===== config.mk =====
export PLATFORM = sky130hd
export DESIGN_NAME = hz_branch_ctrl
export DESIGN_NICKNAME = d
export VERILOG_FILES = /design/src/rtl/hz_pkg.sv /design/src/rtl/hz_decode_detect.sv /design/src/rtl/hz_fetch_pc.sv /design/src/rtl/hz_stage_track.sv /design/src/rtl/hz_policy.sv /design/src/rtl/hz_branch_ctrl.sv
export SDC_FILE = /design/constraint.sdc
export NUM_CORES = 1
export LEC_CHECK = 0
export CAP_MARGIN = 20
export CORE_MARGIN = 2
export CORE_UTILIZATION = 45
export DETAILED_ROUTE_END_ITERATION = 10
export PLACE_DENSITY = 0.75
export SYNTH_ARGS = -nofsm -noshare
export SYNTH_HDL_FRONTEND = slang
export SYNTH_SLANG_ARGS = --single-unit
export TNS_END_PERCENT = 50

===== constraint.sdc =====
create_clock -name clk -period 3.5 [get_ports clk]
set_clock_uncertainty 0.15 [all_clocks]
set_input_delay 0.525 -clock clk [delete_from_list [all_inputs] [get_ports clk]]
set_output_delay 0.525 -clock clk [all_outputs]
set_load 0.02 [all_outputs]

===== src/rtl/hz_pkg.sv =====
package hz_pkg;

  // Branch hazard policy chosen at elaboration.
  typedef enum logic [0:0] {
    HZ_STALL     = 1'b0,
    HZ_SPECULATE = 1'b1
  } hz_mode_e;

  // Number of tracked stages after fetch: decode, execute, memory, writeback.
  localparam int HZ_NSTAGE = 4;

endpackage


===== src/rtl/hz_decode_detect.sv =====
module hz_decode_detect #(
  parameter int               OPW    = 3,
  parameter logic [OPW-1:0]   BEQ_OP = 3'b100,
  parameter logic [OPW-1:0]   JMP_OP = 3'b101
) (
  input  logic           id_valid,
  input  logic [OPW-1:0] id_opcode,
  output logic           id_is_branch
);

  function automatic logic op_redirects(input logic [OPW-1:0] op);
    return (op == BEQ_OP) || (op == JMP_OP);
  endfunction

  // A bubble in decode carries a stale PC, so its opcode must be ignored.
  assign id_is_branch = id_valid && op_redirects(id_opcode);

endmodule


===== src/rtl/hz_fetch_pc.sv =====
module hz_fetch_pc #(
  parameter int AW = 16
) (
  input  logic          clk,
  input  logic          rst_n,
  input  logic          pc_we,
  input  logic          pc_sel,
  input  logic [AW-1:0] redirect_pc,
  output logic [AW-1:0] pc
);

  function automatic logic [AW-1:0] next_pc(input logic [AW-1:0] cur,
                                            input logic          sel,
                                            input logic [AW-1:0] tgt);
    return sel ? tgt : cur + AW'(1);
  endfunction

  always_ff @(posedge clk) begin
    if (!rst_n)     pc <= '0;
    else if (pc_we) pc <= next_pc(pc, pc_sel, redirect_pc);
  end

endmodule


===== src/rtl/hz_stage_track.sv =====
module hz_stage_track
  import hz_pkg::*;
#(
  parameter int AW = 16
) (
  input  logic          clk,
  input  logic          rst_n,
  input  logic [AW-1:0] pc,
  input  logic          id_is_branch,
  input  logic          noop_id,
  input  logic          noop_ex,
  input  logic          noop_mem,
  output logic          id_valid,
  output logic [AW-1:0] id_pc,
  output logic          ex_valid,
  output logic          ex_branch,
  output logic          mem_valid,
  output logic          mem_branch,
  output logic [AW-1:0] mem_pc,
  output logic          wb_valid,
  output logic [AW-1:0] wb_pc
);

  localparam int NST = HZ_NSTAGE;

  // Index 0 = decode, 1 = execute, 2 = memory, 3 = writeback.
  logic          v_q  [NST];
  logic [AW-1:0] p_q  [NST];
  logic          br_q [1:NST-1];
  logic [NST-1:0] kill;

  assign kill = {1'b0, noop_mem, noop_ex, noop_id};

  // Decode slot: filled from fetch unless a bubble is injected.
  always_ff @(posedge clk) begin
    if (!rst_n) begin
      v_q[0] <= 1'b0;
      p_q[0] <= '0;
    end else begin
      v_q[0] <= !kill[0];
      p_q[0] <= pc;
    end
  end

  for (genvar s = 1; s < NST; s++) begin : g_stage
    logic br_in;
    if (s == 1) begin : g_from_decode
      assign br_in = id_is_branch;
    end else begin : g_from_prev
      assign br_in = br_q[s-1];
    end

    always_ff @(posedge clk) begin
      if (!rst_n) begin
        v_q[s]  <= 1'b0;
        br_q[s] <= 1'b0;
        p_q[s]  <= '0;
      end else begin
        v_q[s]  <= v_q[s-1] && !kill[s];
        br_q[s] <= br_in && !kill[s];
        p_q[s]  <= p_q[s-1];
      end
    end
  end

  assign id_valid   = v_q[0];
  assign id_pc      = p_q[0];
  assign ex_valid   = v_q[1];
  assign ex_branch  = br_q[1];
  assign mem_valid  = v_q[2];
  assign mem_branch = br_q[2];
  assign mem_pc     = p_q[2];
  assign wb_valid   = v_q[3];
  assign wb_pc      = p_q[3];

endmodule


===== src/rtl/hz_policy.sv =====
module hz_policy
  import hz_pkg::*;
#(
  parameter hz_mode_e MODE = HZ_STALL
) (
  input  logic id_is_branch,
  input  logic ex_valid,
  input  logic ex_branch,
  input  logic mem_valid,
  input  logic mem_branch,
  input  logic mem_taken,
  output logic in_flight,
  output logic resolve,
  output logic take,
  output logic stall,
  output logic pc_we,
  output logic pc_sel,
  output logic ifid_hold,
  output logic noop_id,
  output logic noop_ex,
  output logic noop_mem
);

  // An unresolved branch lives in decode or execute.
  assign in_flight = id_is_branch || (ex_valid && ex_branch);
  assign resolve   = mem_valid && mem_branch;
  assign take      = resolve && mem_taken;

  if (MODE == HZ_STALL) begin : g_freeze
    // Fetch waits; only decode receives bubbles, younger stages stay clean.
    assign stall    = in_flight;
    assign noop_ex  = 1'b0;
    assign noop_mem = 1'b0;
  end else begin : g_spec
    // Fetch runs on; a taken outcome kills the three younger slots.
    assign stall    = 1'b0;
    assign noop_ex  = take;
    assign noop_mem = take;
  end

  assign pc_we     = !stall;
  assign pc_sel    = take;
  assign ifid_hold = stall;
  assign noop_id   = stall || take;

endmodule


===== src/rtl/hz_branch_ctrl.sv =====
module hz_branch_ctrl
  import hz_pkg::*;
#(
  parameter int             AW     = 16,
  parameter int             OPW    = 3,
  parameter logic [OPW-1:0] BEQ_OP = 3'b100,
  parameter logic [OPW-1:0] JMP_OP = 3'b101,
  parameter hz_mode_e       MODE   = HZ_STALL
) (
  input  logic           clk,
  input  logic           rst_n,
  input  logic [OPW-1:0] id_opcode,
  input  logic           mem_taken,
  input  logic [AW-1:0]  mem_target,
  output logic [AW-1:0]  pc,
  output logic           pc_we,
  output logic           pc_sel,
  output logic           ifid_hold,
  output logic           noop_id,
  output logic           noop_ex,
  output logic           noop_mem,
  output logic [AW-1:0]  id_pc,
  output logic [AW-1:0]  mem_pc,
  output logic           mem_resolve,
  output logic           wb_valid,
  output logic [AW-1:0]  wb_pc
);

  // Named internal events, observed by the bound checker.
  logic id_valid_w;
  logic id_branch_w;
  logic ex_valid_w;
  logic ex_branch_w;
  logic mem_valid_w;
  logic mem_branch_w;
  logic in_flight_w;
  logic resolve_w;
  logic take_w;
  logic stall_w;

  hz_decode_detect #(
    .OPW    (OPW),
    .BEQ_OP (BEQ_OP),
    .JMP_OP (JMP_OP)
  ) u_detect (
    .id_valid     (id_valid_w),
    .id_opcode    (id_opcode),
    .id_is_branch (id_branch_w)
  );

  hz_policy #(
    .MODE (MODE)
  ) u_policy (
    .id_is_branch (id_branch_w),
    .ex_valid     (ex_valid_w),
    .ex_branch    (ex_branch_w),
    .mem_valid    (mem_valid_w),
    .mem_branch   (mem_branch_w),
    .mem_taken    (mem_taken),
    .in_flight    (in_flight_w),
    .resolve      (resolve_w),
    .take         (take_w),
    .stall        (stall_w),
    .pc_we        (pc_we),
    .pc_sel       (pc_sel),
    .ifid_hold    (ifid_hold),
    .noop_id      (noop_id),
    .noop_ex      (noop_ex),
    .noop_mem     (noop_mem)
  );

  hz_fetch_pc #(
    .AW (AW)
  ) u_pc (
    .clk         (clk),
    .rst_n       (rst_n),
    .pc_we       (pc_we),
    .pc_sel      (pc_sel),
    .redirect_pc (mem_target),
    .pc          (pc)
  );

  hz_stage_track #(
    .AW (AW)
  ) u_track (
    .clk          (clk),
    .rst_n        (rst_n),
    .pc           (pc),
    .id_is_branch (id_branch_w),
    .noop_id      (noop_id),
    .noop_ex      (noop_ex),
    .noop_mem     (noop_mem),
    .id_valid     (id_valid_w),
    .id_pc        (id_pc),
    .ex_valid     (ex_valid_w),
    .ex_branch    (ex_branch_w),
    .mem_valid    (mem_valid_w),
    .mem_branch   (mem_branch_w),
    .mem_pc       (mem_pc),
    .wb_valid     (wb_valid),
    .wb_pc        (wb_pc)
  );

  assign mem_resolve = resolve_w;

endmodule


==> qor.log <==
INFO  sta            setup_viol_count_final=0
INFO  final_layout   design_area=4058um^2
INFO  route          detail_route.wl_per_cell=13.14um
INFO  clocking       cts-buffers-inserted=9
INFO  route          drt.antenna.violating_nets=0
INFO  power_and_ir_drop pwr_density=414.8nW/um^2
INFO  setup_path     path_common_cell=sky130_fd_sc_hd__clkdlybuf4s50_1
INFO  final_layout   finalNetCount=401
INFO  final_layout   final_layout_size_suffix_gt1_share=7.612%
INFO  setup_path     timing.critical_path.slowest_cell_delay=0.56ns
INFO  sta            finalCriticalPeriod=2.923ns
INFO  sta            share_of_the_clock_period_used_by_the_worst_path=83.52%
INFO  grt            antenna_found_initial=0
INFO  final_layout   layoutNonFillerInstCount=458
INFO  final_layout   layout.core_utilization=63.54%
INFO  clocking       cts_root_buf=sky130_fd_sc_hd__clkbuf_8
INFO  clocking       cts.sink_count=86
INFO  setup_path     worstPathMaxFanout=21
INFO  logic_synthesis area_contributors_post_synth=sky130_fd_sc_hd__dfxtp_1 58%, sky130_fd_sc_hd__and2_1 15%, sky130_fd_sc_hd__nand3_1 2.0%
INFO  logic_synthesis synthArstFlopShare=0%
INFO  grt            pin_count_of_the_biggest_net_entering_global_routing=44
INFO  route          first_pass_iters=4
INFO  final_layout   mostFrequentLayoutCells=89 x sky130_fd_sc_hd__clkdlybuf4s50_1, 86 x sky130_fd_sc_hd__dfxtp_1, 73 x sky130_fd_sc_hd__and2_1, 12 x sky130_fd_sc_hd__nand3_1, 12 x sky130_fd_sc_hd__nand2_1
INFO  power_and_ir_drop p_total=1.683mW
INFO  placed_design  pre_cts_ws=0.5804ns
INFO  clocking       h_tree_depth=3
INFO  route          vias_per_cell=5.031
INFO  sta            setup_tns=0ns
INFO  placed_design  dp_hpwl=4120um
INFO  grt            grt_overflow=0
INFO  sta            tightestPinTransition=0.5729ns
INFO  sta            hold_viol=0
INFO  setup_path     crit_buf_inv=3
INFO  clocking       cts.path.max_buffers=2
INFO  setup_path     critical_path.endpoint_type=output port
INFO  final_layout   area.growth.synth_to_final=35.80%
INFO  setup_path     critPathRequiredTime=2.82ns
INFO  logic_synthesis post_synth_instance_area=2988um^2
INFO  logic_synthesis synth_top_area_cell=sky130_fd_sc_hd__dfxtp_1
INFO  logic_synthesis yosysWarnings=0
INFO  logic_synthesis ys_types=46
INFO  grt            grt_first_pass_wirelength=9846um
INFO  clocking       cts_resized=0
INFO  clocking       path_clk_slew=0.08ns
INFO  final_layout   sequential_cell_area=1722um^2
INFO  floorplan      design.die.area=7308um^2
INFO  setup_path     worst_ep_arrival_time=2.25ns
INFO  sta            final-max-slew-violation-count=0
INFO  floorplan      count_of_boundary_i_o_pins=94
INFO  floorplan      placementRows=29
INFO  route          wl=6020um
INFO  setup_path     critical_path.top_delay_family=buffers and inverters
INFO  sta            max_slew_margin=61.81%
INFO  setup_path     critPathLaunchType=input port
INFO  placed_design  dp.cells=444
INFO  placed_design  routabilityCongestion=0.8325
INFO  floorplan      die_height=85.49um
INFO  clocking       cts_hold_repair.buffers=0
INFO  sta            grt_setup_unrepaired=no
INFO  clocking       clock_latency_late_sink=0.35ns
INFO  power_and_ir_drop static-leakage-power=1.556nW
INFO  grt            grtUsageTotal=17.36%
INFO  logic_synthesis postSynthCellCount=290
INFO  floorplan      die_w=85.49um
INFO  worst_hold_path timing.hold.worst.class=reg -> reg
INFO  floorplan      fp.coreArea=6386um^2
INFO  logic_synthesis ys.flop_type=sky130_fd_sc_hd__dfxtp_1
INFO  clocking       postCtsSetupBuffers=0
INFO  route          post-route-drc-count=0
INFO  route          drt_first_iter_violations=92
INFO  sta            hold_ws=0.2841ns
INFO  sta            postLayoutSetupSlackWorst=0.5768ns
INFO  logic_synthesis synth_top_area_share=57.62%
INFO  floorplan      initial_core_util=46.79%
INFO  final_layout   multi_input_area=1129um^2
INFO  setup_path     sequence_of_cells_on_the_critical_path=clkdlybuf4s50_1 > and3b_1 > a21oi_1 > buf_4 > nand2_1 > clkdlybuf4s50_1
INFO  route          via_count=2,304
INFO  grt            first_global_vias=2,087
INFO  logic_synthesis synth_enable_flop_cells=0
INFO  status         run_status=complete, no violations
INFO  final_layout   insertedDiodeCount=0
INFO  logic_synthesis postSynthRegisterBits=86
INFO  setup_path     critical_path.slowest_cell=sky130_fd_sc_hd__clkdlybuf4s50_1
INFO  final_layout   layout.cells.most_common=sky130_fd_sc_hd__clkdlybuf4s50_1
INFO  placed_design  numPortBuffers=90
INFO  power_and_ir_drop ir_worst_vdd=0.3340mV
INFO  logic_synthesis ys_seq_area_share=57.62%
INFO  clocking       cts_tree=done
INFO  placed_design  dpl_cell_area=3895um^2
INFO  logic_synthesis synth.avg_cell_area=10.30um^2
INFO  final_layout   total_of_fill_cells_in_the_finished_design=530
INFO  setup_path     setup.worst_path.class=in -> out
INFO  sta            timing.fmax=342.1MHz
INFO  flow_run       maxCapViolations=0
## final timing paths
check,startpoint,cells after the start,end,slack (ns)
min reg2reg,u_track.p_q[1][13],1,u_track.p_q[2][13],0.28
max reg2reg,u_pc.pc[0],5,u_pc.pc[12],1.16
min,u_track.p_q[1][13],1,u_track.p_q[2][13],0.28
max,id_opcode[1],6,noop_id,0.58
## where the power goes
group	internal, mW	leakage, nW	switching, mW
registers	0.988	0.695	0.00926
clock network	0.267	0.0800	0.329
logic	0.0459	0.781	0.0441
total	1.30	1.56	0.382
## cell families after synthesis
logic type,synth area share (%)
AOI/OAI and AO/OA,8.668
adders and majority gates,0.4187
buffers and inverters,4.731
DFF,57.62
muxes,1.340
other,0.1255
and+or+nand+nor,27.09
## per-layer routing
metal  GRT usage [%]  vias up  part of all wire (%)
li1                -     1153                     -
met2           26.63      111                    45
met3           4.475        9                   8.3
met4           9.668        0                   1.7
met5               0        -                     0
met1           22.22     1031                    45
## state kept, by name, indices dropped and copies added (netlist names)
| register | count |
|---|---|
| u_track.br_q | 2 |
| u_track.v_q | 4 |
| u_track.p_q | 64 |
| u_pc.pc | 16 |
## cell type report
class / instances / area share [%]
Timing Repair Buffer: 95 / 23.00
Clock buffer: 10 / 3.392
Tap cell: 77 / 2.374
Multi-Input combinational cell: 182 / 27.81
Clock inverter: 4 / 0.6167
Inverter: 4 / 0.3700
Sequential cell: 86 / 42.43
## cells in the mapped netlist (2+ instances only)
cell and instances:
sky130_fd_sc_hd__a211oi_1 2, sky130_fd_sc_hd__a21oi_1 9, sky130_fd_sc_hd__a31oi_1 7, sky130_fd_sc_hd__and2_1 73
sky130_fd_sc_hd__and3_1 2, sky130_fd_sc_hd__and3b_1 2, sky130_fd_sc_hd__buf_4 2, sky130_fd_sc_hd__clkbuf_1 11
sky130_fd_sc_hd__clkbuf_8 4, sky130_fd_sc_hd__dfxtp_1 86, sky130_fd_sc_hd__inv_1 4, sky130_fd_sc_hd__mux2i_1 4
sky130_fd_sc_hd__nand2_1 12, sky130_fd_sc_hd__nand3_1 12, sky130_fd_sc_hd__nand4_1 4, sky130_fd_sc_hd__nor2_1 9
sky130_fd_sc_hd__nor3_1 2, sky130_fd_sc_hd__nor4_1 2, sky130_fd_sc_hd__o21ai_0 9, sky130_fd_sc_hd__o31ai_1 2
sky130_fd_sc_hd__or3_1 2, sky130_fd_sc_hd__or4_1 5, sky130_fd_sc_hd__or4_2 2
(Power assumes the default switching activity.)
